==> src/rtl/i2c_tgt_pkg.sv <==
package i2c_tgt_pkg;
   localparam int BYTE_W = 8;
   localparam int CNT_W  = $clog2(BYTE_W + 1);

   typedef enum logic [3:0] {
      ST_IDLE,
      ST_ADDR,
      ST_WAIT_A,
      ST_ACK_A,
      ST_TX,
      ST_TX_ACK,
      ST_WAIT_T,
      ST_RX,
      ST_WAIT_R,
      ST_ACK_R
   } tgt_state_e;
endpackage

==> src/rtl/i2c_tgt_pinsync.sv <==
module i2c_tgt_pinsync #(
   parameter int STAGES = 2
) (
   input  logic clk,
   input  logic rst_n,
   input  logic scl_i,
   input  logic sda_i,
   output logic sda_s,
   output logic scl_rise,
   output logic scl_fall,
   output logic start_det,
   output logic stop_det
);
   generate
      if (STAGES < 2) begin : g_bad_stages
         $error("i2c_tgt_pinsync: STAGES must be at least 2");
      end
   endgenerate

   logic [STAGES-1:0] scl_ff, sda_ff;
   logic              scl_q, sda_q, scl_s;

   always_ff @(posedge clk or negedge rst_n) begin
      if (!rst_n) begin
         scl_ff <= '1;
         sda_ff <= '1;
         scl_q  <= 1'b1;
         sda_q  <= 1'b1;
      end else begin
         scl_ff <= {scl_ff[STAGES-2:0], scl_i};
         sda_ff <= {sda_ff[STAGES-2:0], sda_i};
         scl_q  <= scl_ff[STAGES-1];
         sda_q  <= sda_ff[STAGES-1];
      end
   end

   assign scl_s     = scl_ff[STAGES-1];
   assign sda_s     = sda_ff[STAGES-1];
   assign scl_rise  = scl_s & ~scl_q;
   assign scl_fall  = ~scl_s & scl_q;
   assign start_det = scl_s & scl_q & sda_q & ~sda_s;
   assign stop_det  = scl_s & scl_q & ~sda_q & sda_s;
endmodule

==> src/rtl/i2c_tgt_holdregs.sv <==
module i2c_tgt_holdregs
   import i2c_tgt_pkg::*;
(
   input  logic              clk,
   input  logic              rst_n,
   input  logic              wr_en,
   input  logic [BYTE_W-1:0] wr_data,
   input  logic              tx_take,
   output logic [BYTE_W-1:0] tx_byte,
   output logic              tx_full,
   input  logic              rd_en,
   input  logic              rx_put,
   input  logic [BYTE_W-1:0] rx_byte,
   output logic [BYTE_W-1:0] rx_data,
   output logic              rx_full
);
   always_ff @(posedge clk or negedge rst_n) begin
      if (!rst_n) begin
         tx_byte <= '0;
         tx_full <= 1'b0;
      end else begin
         if (tx_take) tx_full <= 1'b0;
         if (wr_en) begin
            tx_byte <= wr_data;
            tx_full <= 1'b1;
         end
      end
   end

   always_ff @(posedge clk or negedge rst_n) begin
      if (!rst_n) begin
         rx_data <= '0;
         rx_full <= 1'b0;
      end else begin
         if (rd_en) rx_full <= 1'b0;
         if (rx_put) begin
            rx_data <= rx_byte;
            rx_full <= 1'b1;
         end
      end
   end
endmodule

==> src/rtl/i2c_tgt_engine.sv <==
module i2c_tgt_engine
   import i2c_tgt_pkg::*;
#(
   parameter logic [6:0] TGT_ADDR = 7'h2A
) (
   input  logic              clk,
   input  logic              rst_n,
   input  logic              sda_s,
   input  logic              scl_rise,
   input  logic              scl_fall,
   input  logic              start_det,
   input  logic              stop_det,
   input  logic [BYTE_W-1:0] tx_byte,
   input  logic              tx_full,
   input  logic              rx_full,
   output logic              tx_take,
   output logic              rx_put,
   output logic [BYTE_W-1:0] rx_byte,
   output logic              sda_oe,
   output logic              scl_hold,
   output logic              addressed,
   output logic              rd_dir,
   output logic              eoa,
   output logic              done
);
   tgt_state_e        st;
   logic [CNT_W-1:0]  cnt;
   logic [BYTE_W-1:0] sh;
   logic              mnack;
   logic              bus_evt, byte_end, addr_hit;

   assign bus_evt  = start_det | stop_det;
   assign byte_end = scl_fall && (cnt == CNT_W'(BYTE_W));
   assign addr_hit = (st == ST_ADDR) && byte_end && (sh[7:1] == TGT_ADDR);

   assign tx_take = !bus_evt && tx_full &&
                    ((addr_hit && sh[0]) || (st == ST_WAIT_A) || (st == ST_WAIT_T) ||
                     ((st == ST_TX_ACK) && scl_fall && !mnack));
   assign rx_put  = !bus_evt && !rx_full &&
                    (((st == ST_RX) && byte_end) || (st == ST_WAIT_R));
   assign rx_byte = sh;

   always_ff @(posedge clk or negedge rst_n) begin
      if (!rst_n) begin
         st        <= ST_IDLE;
         cnt       <= '0;
         sh        <= '0;
         mnack     <= 1'b0;
         sda_oe    <= 1'b0;
         scl_hold  <= 1'b0;
         addressed <= 1'b0;
         rd_dir    <= 1'b0;
         eoa       <= 1'b0;
         done      <= 1'b1;
      end else begin
         scl_hold <= (st == ST_WAIT_A) || (st == ST_WAIT_T) || (st == ST_WAIT_R);
         if (start_det) begin
            st        <= ST_ADDR;
            cnt       <= '0;
            sda_oe    <= 1'b0;
            addressed <= 1'b0;
            if (addressed) eoa <= 1'b1;
         end else if (stop_det) begin
            st        <= ST_IDLE;
            sda_oe    <= 1'b0;
            addressed <= 1'b0;
            done      <= 1'b1;
            if (addressed) eoa <= 1'b1;
         end else begin
            case (st)
               ST_ADDR: begin
                  if (scl_rise && cnt < CNT_W'(BYTE_W)) begin
                     sh  <= {sh[BYTE_W-2:0], sda_s};
                     cnt <= cnt + 1'b1;
                  end else if (byte_end) begin
                     if (addr_hit) begin
                        addressed <= 1'b1;
                        eoa       <= 1'b0;
                        done      <= 1'b0;
                        rd_dir    <= sh[0];
                        if (!sh[0]) begin
                           sda_oe <= 1'b1;
                           st     <= ST_ACK_A;
                        end else if (tx_full) begin
                           sh     <= tx_byte;
                           sda_oe <= 1'b1;
                           st     <= ST_ACK_A;
                        end else begin
                           st <= ST_WAIT_A;
                        end
                     end else begin
                        st <= ST_IDLE;
                     end
                  end
               end
               ST_WAIT_A: if (tx_full) begin
                  sh     <= tx_byte;
                  sda_oe <= 1'b1;
                  st     <= ST_ACK_A;
               end
               ST_ACK_A: if (scl_fall) begin
                  cnt <= '0;
                  if (rd_dir) begin
                     sda_oe <= ~sh[BYTE_W-1];
                     st     <= ST_TX;
                  end else begin
                     sda_oe <= 1'b0;
                     st     <= ST_RX;
                  end
               end
               ST_TX: begin
                  if (scl_rise) begin
                     cnt <= cnt + 1'b1;
                  end else if (byte_end) begin
                     sda_oe <= 1'b0;
                     st     <= ST_TX_ACK;
                  end else if (scl_fall) begin
                     sh     <= {sh[BYTE_W-2:0], 1'b0};
                     sda_oe <= ~sh[BYTE_W-2];
                  end
               end
               ST_TX_ACK: begin
                  if (scl_rise) begin
                     mnack <= sda_s;
                  end else if (scl_fall) begin
                     cnt <= '0;
                     if (mnack) begin
                        st <= ST_IDLE;
                     end else if (tx_full) begin
                        sh     <= tx_byte;
                        sda_oe <= ~tx_byte[BYTE_W-1];
                        st     <= ST_TX;
                     end else begin
                        st <= ST_WAIT_T;
                     end
                  end
               end
               ST_WAIT_T: if (tx_full) begin
                  sh     <= tx_byte;
                  sda_oe <= ~tx_byte[BYTE_W-1];
                  st     <= ST_TX;
               end
               ST_RX: begin
                  if (scl_rise && cnt < CNT_W'(BYTE_W)) begin
                     sh  <= {sh[BYTE_W-2:0], sda_s};
                     cnt <= cnt + 1'b1;
                  end else if (byte_end) begin
                     if (!rx_full) begin
                        sda_oe <= 1'b1;
                        st     <= ST_ACK_R;
                     end else begin
                        st <= ST_WAIT_R;
                     end
                  end
               end
               ST_WAIT_R: if (!rx_full) begin
                  sda_oe <= 1'b1;
                  st     <= ST_ACK_R;
               end
               ST_ACK_R: if (scl_fall) begin
                  sda_oe <= 1'b0;
                  cnt    <= '0;
                  st     <= ST_RX;
               end
               default: ;
            endcase
         end
      end
   end
endmodule

==> src/rtl/i2c_tgt_rev.sv <==
module i2c_tgt_rev
   import i2c_tgt_pkg::*;
#(
   parameter logic [6:0] TGT_ADDR    = 7'h2A,
   parameter int         SYNC_STAGES = 2
) (
   input  logic       clk,
   input  logic       rst_n,
   input  logic       scl_i,
   input  logic       sda_i,
   output logic       sda_oe,
   output logic       scl_hold,
   input  logic       wr_en,
   input  logic [7:0] wr_data,
   input  logic       rd_en,
   output logic [7:0] rd_data,
   output logic       sts_addressed,
   output logic       sts_read,
   output logic       sts_txrdy,
   output logic       sts_rxrdy,
   output logic       sts_eoa,
   output logic       sts_done
);
   generate
      if (TGT_ADDR == 7'h00) begin : g_bad_addr
         $error("i2c_tgt_rev: address 0 is reserved");
      end
      if (BYTE_W != 8) begin : g_bad_width
         $error("i2c_tgt_rev: byte width must be 8");
      end
   endgenerate

   logic              sda_s, scl_rise, scl_fall, start_det, stop_det;
   logic              tx_take, rx_put, tx_full, rx_full;
   logic [BYTE_W-1:0] tx_byte, rx_byte;

   i2c_tgt_pinsync #(.STAGES(SYNC_STAGES)) u_sync (
      .clk(clk), .rst_n(rst_n), .scl_i(scl_i), .sda_i(sda_i),
      .sda_s(sda_s), .scl_rise(scl_rise), .scl_fall(scl_fall),
      .start_det(start_det), .stop_det(stop_det)
   );

   i2c_tgt_engine #(.TGT_ADDR(TGT_ADDR)) u_eng (
      .clk(clk), .rst_n(rst_n), .sda_s(sda_s), .scl_rise(scl_rise),
      .scl_fall(scl_fall), .start_det(start_det), .stop_det(stop_det),
      .tx_byte(tx_byte), .tx_full(tx_full), .rx_full(rx_full),
      .tx_take(tx_take), .rx_put(rx_put), .rx_byte(rx_byte),
      .sda_oe(sda_oe), .scl_hold(scl_hold), .addressed(sts_addressed),
      .rd_dir(sts_read), .eoa(sts_eoa), .done(sts_done)
   );

   i2c_tgt_holdregs u_regs (
      .clk(clk), .rst_n(rst_n), .wr_en(wr_en), .wr_data(wr_data),
      .tx_take(tx_take), .tx_byte(tx_byte), .tx_full(tx_full),
      .rd_en(rd_en), .rx_put(rx_put), .rx_byte(rx_byte),
      .rx_data(rd_data), .rx_full(rx_full)
   );

   assign sts_txrdy = ~tx_full;
   assign sts_rxrdy = rx_full;
endmodule

==> config.mk <==
export PLATFORM = sky130hd
export DESIGN_NAME = i2c_tgt_rev
export DESIGN_NICKNAME = d
export VERILOG_FILES = /design/src/rtl/i2c_tgt_pkg.sv /design/src/rtl/i2c_tgt_pinsync.sv /design/src/rtl/i2c_tgt_holdregs.sv /design/src/rtl/i2c_tgt_engine.sv /design/src/rtl/i2c_tgt_rev.sv
export SDC_FILE = /design/constraint.sdc
export NUM_CORES = 1
export LEC_CHECK = 0
export BUFFER_PORTS_ARGS = -buffer_cell sky130_fd_sc_hd__buf_2
export CELL_PAD_IN_SITES_DETAIL_PLACEMENT = 1
export CELL_PAD_IN_SITES_GLOBAL_PLACEMENT = 2
export CORE_ASPECT_RATIO = 0.5
export CORE_MARGIN = 4
export CORE_UTILIZATION = 41
export CTS_BUF_LIST = sky130_fd_sc_hd__clkbuf_16
export DETAILED_ROUTE_END_ITERATION = 16
export PLACE_DENSITY_LB_ADDON = 0.1
export SYNTH_ARGS = -nofsm -noshare
export SYNTH_HDL_FRONTEND = slang
export SYNTH_SLANG_ARGS = --single-unit
==> constraint.sdc <==
create_clock -name clk -period 4.15 [get_ports clk]
set_clock_uncertainty 0.1 [all_clocks]
set_input_delay 0.83 -clock clk [delete_from_list [all_inputs] [get_ports clk]]
set_output_delay 0.83 -clock clk [all_outputs]
set_load 0.03 [all_outputs]
== After elaboration in Yosys (flattened, before gate mapping) ==
Index checks and enable logic that the tools add are counted.

* ROM bits: 0
* Register bits after elaboration: 47
* Output and inout bits: 16
* Memory bits (writable): 0
* Bits in latches: 0
* Memories: 0

* Shift operators: 0
* Equal/unequal tests: 44
* Bitwise logic cells: 19
* $mul: 0
* $add $sub $neg: 1
* Reductions and logical operators: 44
* Order comparisons: 1
* Muxes and demuxes: 83
* Div/mod/pow operators: 0

{| class="wikitable"
|+ Operators with widths
! cell !! count
|-
| $mux W8 || 13
|-
| $mux W4 || 24
|-
| $mux W1 || 40
|-
| $pmux W8 S5 || 1
|-
| $ne A4 B1 Y1 const B || 9
|-
| $pmux W4 S9 || 1
|-
| $reduce_and A14 Y1 || 2
|-
| $eq A4 B3 Y1 const B || 4
|-
| $pmux W4 S4 || 1
|-
| $reduce_and A13 Y1 || 1
|-
| $eq A4 B4 Y1 const B || 3
|-
| $logic_and A1 B1 Y1 || 12
|-
| $ne A3 B2 Y1 const B || 4
|-
| $ne A4 B2 Y1 const B || 3
|-
| $ne A4 B4 Y1 const B || 3
|-
| $reduce_and A12 Y1 || 1
|-
| $not A1 Y1 || 11
|-
| $reduce_bool A11 Y1 || 1
|-
| $ne A2 B2 Y1 const B || 5
|-
| $reduce_and A5 Y1 || 2
|-
| $reduce_bool A2 Y1 || 5
|-
| $reduce_bool A5 Y1 || 2
|-
| $ne A3 B1 Y1 const B || 3
|-
| $pmux W1 S9 || 1
|-
| other kinds (17) || 40
|}

== Logic depth before layout (Yosys ltp) ==
* Word-level depth: 12
* Depth in mapped cells: 9
* Gate-level depth less buffers: 8

== Modules after synthesis ==
A second synthesis with hierarchy kept.

* Cell total of the unflattened synthesis: 268
* Area total of the unflattened synthesis: 2836.5 µm²

{| class="wikitable"
|+ By module, submodules not included
! module !! instances !! area an instance (µm²) !! seq. area each (µm²) !! cells each
|-
| i2c_tgt_engine || 1 || 1904.3 || 576.8 || 217
|-
| i2c_tgt_holdregs || 1 || 738.2 || 450.4 || 40
|-
| i2c_tgt_pinsync || 1 || 190.2 || 157.7 || 10
|-
| i2c_tgt_rev || 1 || 3.8 || 0.0 || 1
|}

== Worst setup path before layout ==
OpenSTA, ideal clock, no wires.

* Path kind: flip-flop to flip-flop
* Start point: register u_sync.scl_ff[1]
* End point: register u_eng.sh[1] (netlist: u_eng.rx_byte[1])
* Path buffers: 1
* Library setup time: 125 ps
* Path slack: 1866 ps
* Cell stages (with the launch flop): 8
* Data arrival time: 2059 ps
* Required time: 3925 ps
* Cells stage by stage: dfstp_2 or3b_2 buf_2 nor2_1 a211o_1 nand3_1 a31oi_4 mux2_2

* Cells in the longest elaborated chain, start to end: 7

{| class="wikitable"
|+ Ends and longest elaborated chain
! element !! line !! source
|-
| from (decl) || i2c_tgt_pinsync.sv:20 || <nowiki>logic [STAGES-1:0] scl_ff, sda_ff;</nowiki>
|-
| from (signal assigned) || i2c_tgt_pinsync.sv:30 || <nowiki>scl_ff <= {scl_ff[STAGES-2:0], scl_i};</nowiki>
|-
| $not A1 Y1 || i2c_tgt_pinsync.sv:40 || <nowiki>assign scl_fall = ~scl_s & scl_q;</nowiki>
|-
| $and A1 B1 Y1 || i2c_tgt_pinsync.sv:40 ||
|-
| $logic_and A1 B1 Y1 || i2c_tgt_engine.sv:33 || <nowiki>assign byte_end = scl_fall && (cnt == CNT_W'(BYTE_W));</nowiki>
|-
| $logic_and A1 B1 Y1 (2 in a row) || i2c_tgt_engine.sv:34 || <nowiki>assign addr_hit = (st == ST_ADDR) && byte_end && (sh[7:1] == TGT_ADDR);</nowiki>
|-
| $ne A3 B2 Y1 (no source line) || n/a ||
|-
| $reduce_and A14 Y1 (no source line) || n/a ||
|-
| to (signal assigned) || i2c_tgt_engine.sv:73 || <nowiki>sh <= {sh[BYTE_W-2:0], sda_s};</nowiki>
|-
| to (signal assigned) || i2c_tgt_engine.sv:85 || <nowiki>sh <= tx_byte;</nowiki>
|-
| to (signal assigned) || i2c_tgt_engine.sv:97 || <nowiki>sh <= tx_byte;</nowiki>
|-
| to (decl) || i2c_tgt_engine.sv:28 || <nowiki>logic [BYTE_W-1:0] sh;</nowiki>
|}

Parallel ways exist; a longest one is shown, timed or not.
A chain may end at the register's enable or synchronous reset.

== Worst setup path after layout ==
* Start point: register u_eng.st[0]
* End point: register u_eng.st[0]

* Cells in the longest elaborated chain, start to end: 9

{| class="wikitable"
|+ Ends and longest elaborated chain
! element !! line !! source
|-
| from (decl) || i2c_tgt_engine.sv:26 || <nowiki>tgt_state_e st;</nowiki>
|-
| from (signal assigned) || i2c_tgt_engine.sv:45 || <nowiki>st <= ST_IDLE;</nowiki>
|-
| from (signal assigned) || i2c_tgt_engine.sv:58 || <nowiki>st <= ST_ADDR;</nowiki>
|-
| from (signal assigned) || i2c_tgt_engine.sv:64 || <nowiki>st <= ST_IDLE;</nowiki>
|-
| $eq A4 B1 Y1 || i2c_tgt_engine.sv:34, i2c_tgt_engine.sv:70 ||
|-
| $logic_and A1 B1 Y1 (2 in a row) || i2c_tgt_engine.sv:34 ||
|-
| $mux W4 || i2c_tgt_engine.sv:76 || <nowiki>if (addr_hit) begin</nowiki>
|-
| $mux W4 || i2c_tgt_engine.sv:75 || <nowiki>end else if (byte_end) begin</nowiki>
|-
| $mux W4 || i2c_tgt_engine.sv:72 || <nowiki>if (scl_rise && cnt < CNT_W'(BYTE_W)) begin</nowiki>
|-
| $pmux W4 S9 || i2c_tgt_engine.sv:70 || <nowiki>case (st)</nowiki>
|-
| $mux W4 || i2c_tgt_engine.sv:63 || <nowiki>end else if (stop_det) begin</nowiki>
|-
| $mux W4 || i2c_tgt_engine.sv:57 || <nowiki>if (start_det) begin</nowiki>
|}

Parallel ways exist; a longest one is shown, timed or not. The select of a mux whose other input is x is not followed.

==> results.md <==
* Dominant synthesized flop cell: dfrtp_1
* Gr usage total at 20.42%
* Max_slew headroom at ~30%
* Synth warn at 0
* CTS H-tree depth at 2
* Mean Syn Cell Area at ~10 um2
* Worst-path clk slew at about 70 ps
* Syn Nets at 281
* RD Place Congestion at 0.8735
* Post-synthesis sequential area ratio at 43.72%
* Die width at approximately 120 um
* Initial antenna violation count at 0
* Distinct cells, synth at 60
* Final Cycle Share at 69.00%
* Mapped Cells at ~270
* Setup Slack @ Placement at ~1300 ps
* Leak pwr at 0.001334 uW
* Min Tclk post-route at 2863 ps
* Clock buffer count from CTS at 5
* Outcome: completed
* Largest net degree at the start of global routing at 48
* Yosys reg bits at 47
* Starting density of the core at 43.49%
* Global-route wire length before repair at approximately 13,000 um
* Fillcell total at 689
* Final Hold Viols at 0
* Worst path required time at 4270 ps
* PD cells at around 370 mW/mm2
* PortBufs at 29
* Initial DRC count at 80
* Worst Hold Launch: u_sync.sda_ff[0]
* CP Class: flop to flop
* Overall power at ~1100 uW
* CP Max Fanout at 29
* FMAX at 349.2 MHz
* Die area at 0.008054 mm2
* Pins Over Slew Limit at 0
* CTS Sinks at 47
* Nets at 301
* Routed vias at 2,211
* Placed Area at 0.002893 mm2
* Reg2reg start: u_eng.st[0]
* Area Overhead vs Synth at 12.14%
* Crit path from: u_eng.st[0]
* Vias in the first global route at 2,315
* Clock root cell: clkbuf_16
* # DRC at 0
* Post-CTS Setup Bufs at 0
* Mapped Area at approximately 0.0027 mm2
* Die height at 65.49 um
* Max cap viols at 0
* Total wire length at 7582 um
* Gr ovfl total at 0
* CP Data Arrival Time at 2980 ps
* I/O pin count at 30
* Routed length per instance at 20.27 um
* Placeable Area at 0.006231 mm2
* Peak supply drop at 0.2385 mV
* Clock Path Buffers at 2
* ANT cells at 0
* Sum of negative setup slack at 0 ps
* Std-Cell Rows at 20
* Clk_lat worst skew at 290 ps
* Startpoint Class: flop
* RSZ-0062 raised after global routing: false
* Post-cts resize count at 0
* Share of cells above drive strength 1 at 28.67%
* Post-synth EDFFs at 0
* Hold Path Class: flop to flop
* TritonCTS clock tree: yes
* Final setup viols at 0
* Antenna Nets Post-Route at 0
* Vias/cell at 5.912
* CP endpoint kind: flop
* Final Cell Area at slightly above 0.003 mm2
* Least-Margin Pin Slew at 1062 ps
* Hpwl dp at 5324 um
* Hold Slack at 255.5 ps
* Ys async rst share at 100.0%
* Final Worst Setup Slack at 1287 ps
* Hold_buf cts at 0
* Pre-antenna DRT Iters at 4
sequential cells by signal (all words and copies together) (netlist names), 2 cells and up:
register / cells
u_sync.sda_ff: 2
u_regs.rx_data: 8
u_eng.rx_byte: 8
u_eng.st: 4
u_eng.cnt: 4
u_regs.tx_byte: 8
u_sync.scl_ff: 2
kinds of logic (layout without fill, tap and decap cells):
| kind of cell | after synthesis | in the layout | synth area share [%] |
|---|---|---|---|
| xor+xnor | 3 | 3 | 0.9697 |
| compound gates | 78 | 78 | 21.10 |
| flops | 47 | 47 | 43.72 |
| mux | 29 | 29 | 11.96 |
| buf+inv | 24 | 45 | 3.786 |
| simple gates | 82 | 82 | 17.54 |
| fa+ha+maj | 2 | 2 | 0.9232 |
cells in the mapped netlist (3+ instances only):
cell type	instances	area, um2
inv_1	8	30.03
nand3b_1	3	22.52
a21oi_1	15	75.07
a22o_1	10	87.58
a21o_1	3	22.52
nor2_1	16	60.06
dfrtp_1	40	1001
nand3_1	6	30.03
clkbuf_1	5	18.77
nand2_1	13	48.80
xnor2_1	3	26.28
nor3_1	6	30.03
buf_2	7	35.03
dfstp_2	7	183.9
nand2b_1	13	81.33
a32oi_1	3	26.28
a2111oi_0	3	26.28
nor2b_1	9	56.30
o21ai_0	15	75.07
buf_1	3	11.26
mux2_2	27	304.0
layout by cell type (no fill, tap or decap), types with 3 or more instances in the layout:
cell type | netlist | routed
a2111oi_0 | 3 | 3
a21o_1 | 3 | 3
a21oi_1 | 15 | 15
a22o_1 | 10 | 10
a32oi_1 | 3 | 3
buf_2 | 7 | 29
clkbuf_16 | 0 | 5
dfrtp_1 | 40 | 40
dfstp_2 | 7 | 7
inv_1 | 8 | 9
mux2_2 | 27 | 27
nand2_1 | 13 | 13
nand2b_1 | 13 | 13
nand3_1 | 6 | 6
nand3b_1 | 3 | 3
nor2_1 | 16 | 16
nor2b_1 | 9 | 9
nor3_1 | 6 | 6
o21ai_0 | 15 | 15
xnor2_1 | 3 | 3
report_power, final:
part	total (uW)	switching [uW]	internal, uW
logic	174	93.9	80.4
clock network	404	181	223
registers	549	55.5	494
worst max-delay path, stage by stage (launching register included):
cell and delay [ps]:
dfrtp_1 920, nor4b_2 730, and2_2 370, a21oi_1 130, o32a_1 390, mux2i_1 140
area by class of cell:
type                    count  area, um2  share of cell area (%)
inverters                   8      30.03                  0.9881
clock inverters             3      21.27                  0.6999
well taps                  88      110.1                   3.623
multi-input cells         194       1423                   46.81
clock buffers               5      125.1                   4.117
repair buffers             29      145.1                   4.776
flip-flops and latches     47       1185                   38.99
metrics by stage:
stage,utilization [%],cells
after global routing,48.78,374
after floorplan,-,265
after CTS,48.78,374
after detailed placement,46.43,366
final,48.78,374
after global placement,46.43,366
path summary, 6_finish.rpt:
path                                         end  slack (ps)  depth (start not counted)
worst max-delay path                 u_eng.st[0]        1290                          5
worst min-delay path            u_sync.sda_ff[1]         260                          0
worst max register to register       u_eng.st[0]        1290                          5
worst min register to register  u_sync.sda_ff[1]         260                          0
max in group asynchronous       u_eng.rx_byte[0]        2660                          1
min in group asynchronous         u_eng.scl_hold         620                          1
routing by layer:
layer  track usage, %  up-vias  wire length, um
met3            5.331       11              444
met5                0        -                0
li1                 -     1023                -
met2            32.97       67             3481
met4            5.241        0               97
met1            27.45     1110             3558
(Power assumes the default switching activity.)
